<file path="config.mk">
export PLATFORM = sky130hd
export DESIGN_NAME = mag_cmp_chain
export DESIGN_NICKNAME = d
export VERILOG_FILES = /design/src/rtl/mag_cmp_pkg.sv /design/src/rtl/cmp_bit_eq.sv /design/src/rtl/cmp_slice.sv /design/src/rtl/mag_cmp_chain.sv
export SDC_FILE = /design/constraint.sdc
export NUM_CORES = 1
export LEC_CHECK = 0
export BUFFER_PORTS_ARGS = -buffer_cell sky130_fd_sc_hd__buf_2
export CORE_AREA = 2 2 39 41
export DETAILED_ROUTE_END_ITERATION = 10
export DIE_AREA = 0 0 41 43
export PLACE_DENSITY_LB_ADDON = 0.2
export SLEW_MARGIN = 30
export SYNTH_ARGS = -nofsm -noshare
export SYNTH_HDL_FRONTEND = slang
export SYNTH_SLANG_ARGS = --single-unit
export TNS_END_PERCENT = 30
</file>
<file path="constraint.sdc">
create_clock -name vclk -period 1.2
set_input_delay 0.06 -clock vclk [all_inputs]
set_output_delay 0.06 -clock vclk [all_outputs]
set_load 0.05 [all_outputs]
</file>
<file path="src/rtl/mag_cmp_pkg.sv">
package mag_cmp_pkg;
   typedef struct packed {
      logic gt;
      logic eq;
      logic lt;
   } cmp_res_t;

   localparam cmp_res_t RES_EQ_TIE = '{gt: 1'b0, eq: 1'b1, lt: 1'b0};
endpackage

</file>
<file path="src/rtl/cmp_bit_eq.sv">
module cmp_bit_eq #(
   parameter int W = 4
) (
   input  logic [W-1:0] a_v,
   input  logic [W-1:0] b_v,
   output logic [W-1:0] same_v
);
   if (W < 1) begin : g_bad_w
      $error("cmp_bit_eq: W must be at least 1");
   end

   for (genvar i = 0; i < W; i++) begin : g_xnor
      assign same_v[i] = ~(a_v[i] ^ b_v[i]);
   end
endmodule

</file>
<file path="src/rtl/cmp_slice.sv">
module cmp_slice
   import mag_cmp_pkg::*;
#(
   parameter int W             = 4,
   parameter bit SCAN_PRIORITY = 1'b1
) (
   input  logic [W-1:0] a_sl,
   input  logic [W-1:0] b_sl,
   input  cmp_res_t     cin,
   output cmp_res_t     cout
);
   if (W < 1) begin : g_bad_w
      $error("cmp_slice: W must be at least 1");
   end

   logic [W-1:0] same_v;
   logic         loc_eq;
   logic         loc_gt;
   logic         loc_lt;

   cmp_bit_eq #(.W(W)) u_eq (
      .a_v   (a_sl),
      .b_v   (b_sl),
      .same_v(same_v)
   );

   assign loc_eq = &same_v;

   if (SCAN_PRIORITY) begin : g_scan
      // above_eq[i]: every bit more significant than i matches
      logic [W-1:0] above_eq;
      logic [W-1:0] win_a;
      logic [W-1:0] win_b;
      assign above_eq[W-1] = 1'b1;
      for (genvar i = W - 2; i >= 0; i--) begin : g_prefix
         assign above_eq[i] = above_eq[i+1] & same_v[i+1];
      end
      for (genvar i = 0; i < W; i++) begin : g_win
         assign win_a[i] = above_eq[i] & a_sl[i] & ~b_sl[i];
         assign win_b[i] = above_eq[i] & ~a_sl[i] & b_sl[i];
      end
      assign loc_gt = |win_a;
      assign loc_lt = |win_b;
   end else begin : g_arith
      assign loc_gt = (a_sl > b_sl);
      assign loc_lt = ~loc_gt & ~loc_eq;
   end

   assign cout.gt = loc_gt | (loc_eq & cin.gt);
   assign cout.eq = loc_eq & cin.eq;
   assign cout.lt = loc_lt | (loc_eq & cin.lt);

   always_comb begin
      AST_DIFF_GT: assert ((a_sl == b_sl) || (cout.gt == (a_sl > b_sl)))
         else $error("slice greater mismatch");
      AST_DIFF_LT: assert ((a_sl == b_sl) || (cout.lt == (a_sl < b_sl)))
         else $error("slice less mismatch");
      AST_DIFF_NO_EQ: assert ((a_sl == b_sl) || !cout.eq)
         else $error("slice equal on differing bits");
      AST_TIE_COPY: assert ((a_sl != b_sl) || (cout == cin))
         else $error("slice did not copy cascade");
      AST_ONE_HOT: assert (!$onehot(cin) || $onehot(cout))
         else $error("slice outputs not one-hot");
   end
endmodule

</file>
<file path="src/rtl/mag_cmp_chain.sv">
module mag_cmp_chain
   import mag_cmp_pkg::*;
#(
   parameter int SLICE_W       = 4,
   parameter int NUM_SLICES    = 2,
   parameter bit SCAN_PRIORITY = 1'b1
) (
   input  logic [SLICE_W*NUM_SLICES-1:0] a_word,
   input  logic [SLICE_W*NUM_SLICES-1:0] b_word,
   input  logic                          cas_gt,
   input  logic                          cas_eq,
   input  logic                          cas_lt,
   output logic                          a_gt_b,
   output logic                          a_eq_b,
   output logic                          a_lt_b
);
   localparam int WORD_W = SLICE_W * NUM_SLICES;

   if (SLICE_W < 1) begin : g_bad_slice
      $error("mag_cmp_chain: SLICE_W must be at least 1");
   end
   if (NUM_SLICES < 1) begin : g_bad_count
      $error("mag_cmp_chain: NUM_SLICES must be at least 1");
   end

   cmp_res_t link [NUM_SLICES+1];

   assign link[0] = '{gt: cas_gt, eq: cas_eq, lt: cas_lt};

   for (genvar k = 0; k < NUM_SLICES; k++) begin : g_slice
      cmp_slice #(
         .W            (SLICE_W),
         .SCAN_PRIORITY(SCAN_PRIORITY)
      ) u_slice (
         .a_sl(a_word[k*SLICE_W +: SLICE_W]),
         .b_sl(b_word[k*SLICE_W +: SLICE_W]),
         .cin (link[k]),
         .cout(link[k+1])
      );
   end

   assign a_gt_b = link[NUM_SLICES].gt;
   assign a_eq_b = link[NUM_SLICES].eq;
   assign a_lt_b = link[NUM_SLICES].lt;

   always_comb begin
      AST_WIDE_COMPARE: assert (!(cas_eq && !cas_gt && !cas_lt) ||
                                ({a_gt_b, a_eq_b, a_lt_b} ==
                                 {(a_word > b_word), (a_word == b_word), (a_word < b_word)}))
         else $error("chain compare mismatch, width %0d", WORD_W);
   end
endmodule

</file>
==> flow_summary.toml <==
[sta]
fin_crit_sh = 1.18
layout_setup_ws_ns = -0.210
rsz0062_at_grt = "yes"
worst_slew_pin_slew_ns = 0.297
finalHoldViolCount = 0
slew_headroom = 0.802
fmax_ghz = 0.709
finalCriticalPeriod_ns = 1.41
setup_viol = 3
final-max-slew-violation-count = 0

[place]
hpwl_um = 724
port_buffers = 22
dp_slack_ns = -0.437
dpl_cell_area_um2 = 581
place_congestion = 0.728

[grt]
grt_pass1_wl_um = 1400
grt_pass1_vias = 391
grt-ovfl-total = 0
antenna_found_initial = 0
grt_max_degree = 5
gr-usage-all-layers = 0.105

[final_layout]
num-clock-buffers = 0
flops_and_latches = 0
nets = 101
drive_gt1_frac = 0.539
final_cell_area_um2 = 647
synthToLayoutAreaGrowth_pct = 102
antenna_cells = 0
layout_common_cells = "15 x buf_2, 9 x buf_4, 7 x inv_1"
layout.cells.most_common = "buf_2"
seq_area_um2 = 0

[synth]
syn_nets = 68
synth_top_area_share = 0.156
synth_warnings = 0
synth_cell_types = 19
synth_top_area_cell = "ha_1"
syn-instance-count = 45
ys_seq_area_frac = 0
syn_avg_cell_area_um2 = 7.12
synthTopCellsByArea = "ha_1 16%, inv_1 11%, nor2b_1 9.8%"
synth_area_um2 = 320

[detailed_routing]
routed_wl_um = 795
wire_per_inst_um = 8.64
first_pass_iters = 3
antenna_left = 0
via_per_inst = 4.29
drtIter0Drc = 4
num_vias = 395
drc = 0

[critical_path]
crit_path_start_kind = "primary input"
worstSetupPathType = "primary input to primary output"
slowest_stage = "or4b_4"
cpLargestDelayFamily = "simple AND/OR/NAND/NOR gates"
critical_path_peak_fanout = 3
critPathCaptureType = "primary output"
crit_arrival_ns = 1.35
crit_path_cell_trace = "buf_8 > inv_8 > ha_4 > or4b_4 > o31ai_4 > buf_6"
crit_buf_inv = 3
worst_ep_required_time_ns = 1.14
slowest_delay_ns = 0.50

[die]
die_x_um = 41
start_util = 0.231
die_y_um = 43
io_pins = 22
die_area_um2 = 1760
rows = 14
core_area_um2 = 1380

[power]
leakage_nw = 0.316
vdd_drop_max_mv = 0.149
power_density_nw_per_um2 = 404

[run_status]
outcome = "complete, but fails checks"
violations = "negative setup slack"

[run]
maxCapViolCount = 0

[min_path]
hold_class = "primary input to primary output"
## cell usage after synthesis, drive strengths merged (2+ instances only)
cell type  n
a21oi      2
a221oi     2
a311o      2
and3b      2
ha         4
inv        9
maj3       3
nand2b     2
nor2       3
nor2b      5
o31ai      2
xnor2      2
## cells by family after synthesis
logic type	count (synthesis)	share of synthesized area
buffers and inverters	9	0.105
AOI/OAI and AO/OA	9	0.211
xor gates and xnor gates	3	0.0820
adders and majority gates	7	0.250
and+or+nand+nor	17	0.352
## per-layer routing
metal,global-route usage,share of wire
met1,0.133,0.48
met2,0.197,0.47
met3,0,0.050
met4,0,0
met5,0,0
## power breakdown
group / switching (mW) / leakage [nW] / internal (mW)
registers: 0 / 0 / 0
logic: 0.124 / 0.316 / 0.137
clock network: 0 / 0 / 0
## repair_timing
item / 4_1_cts / 5_1_grt
buffers inserted: 0 / 0
resized for setup: 17 / 0
hold buffers: 0 / 0
endpoints found under the setup margin: 3 / 3
pin swaps: 8 / 0
## cell type report
cell class         count  area (µm²)
multi-input cells     36         354
well taps             16        20.0
repair buffers        31         229
inverters              9        43.8
fillers              138         737
## path summary, 6_finish.rpt
kind	start	end	slack, ns	cells past startpoint
setup / recovery	a_word[7]	a_gt_b	-0.21	6
hold / removal	cas_eq	a_eq_b	0.47	4
## stage by stage
step | cells | hold slack (ns) | power, mW | setup TNS, ns | util
2_1_floorplan | 45 | 0.296 | 0.142 | -0.567 | -
3_3_place_gp | 92 | 0.521 | 0.234 | -1.06 | 0.420
3_5_place_dp | 92 | 0.522 | 0.236 | -1.10 | 0.420
4_1_cts | 92 | 0.473 | 0.266 | -0.530 | 0.467
5_1_grt | 92 | 0.503 | 0.287 | -0.633 | 0.467
6_report | 92 | 0.467 | 0.262 | -0.505 | 0.467
Note: power is estimated with default switching activity, not from simulation.
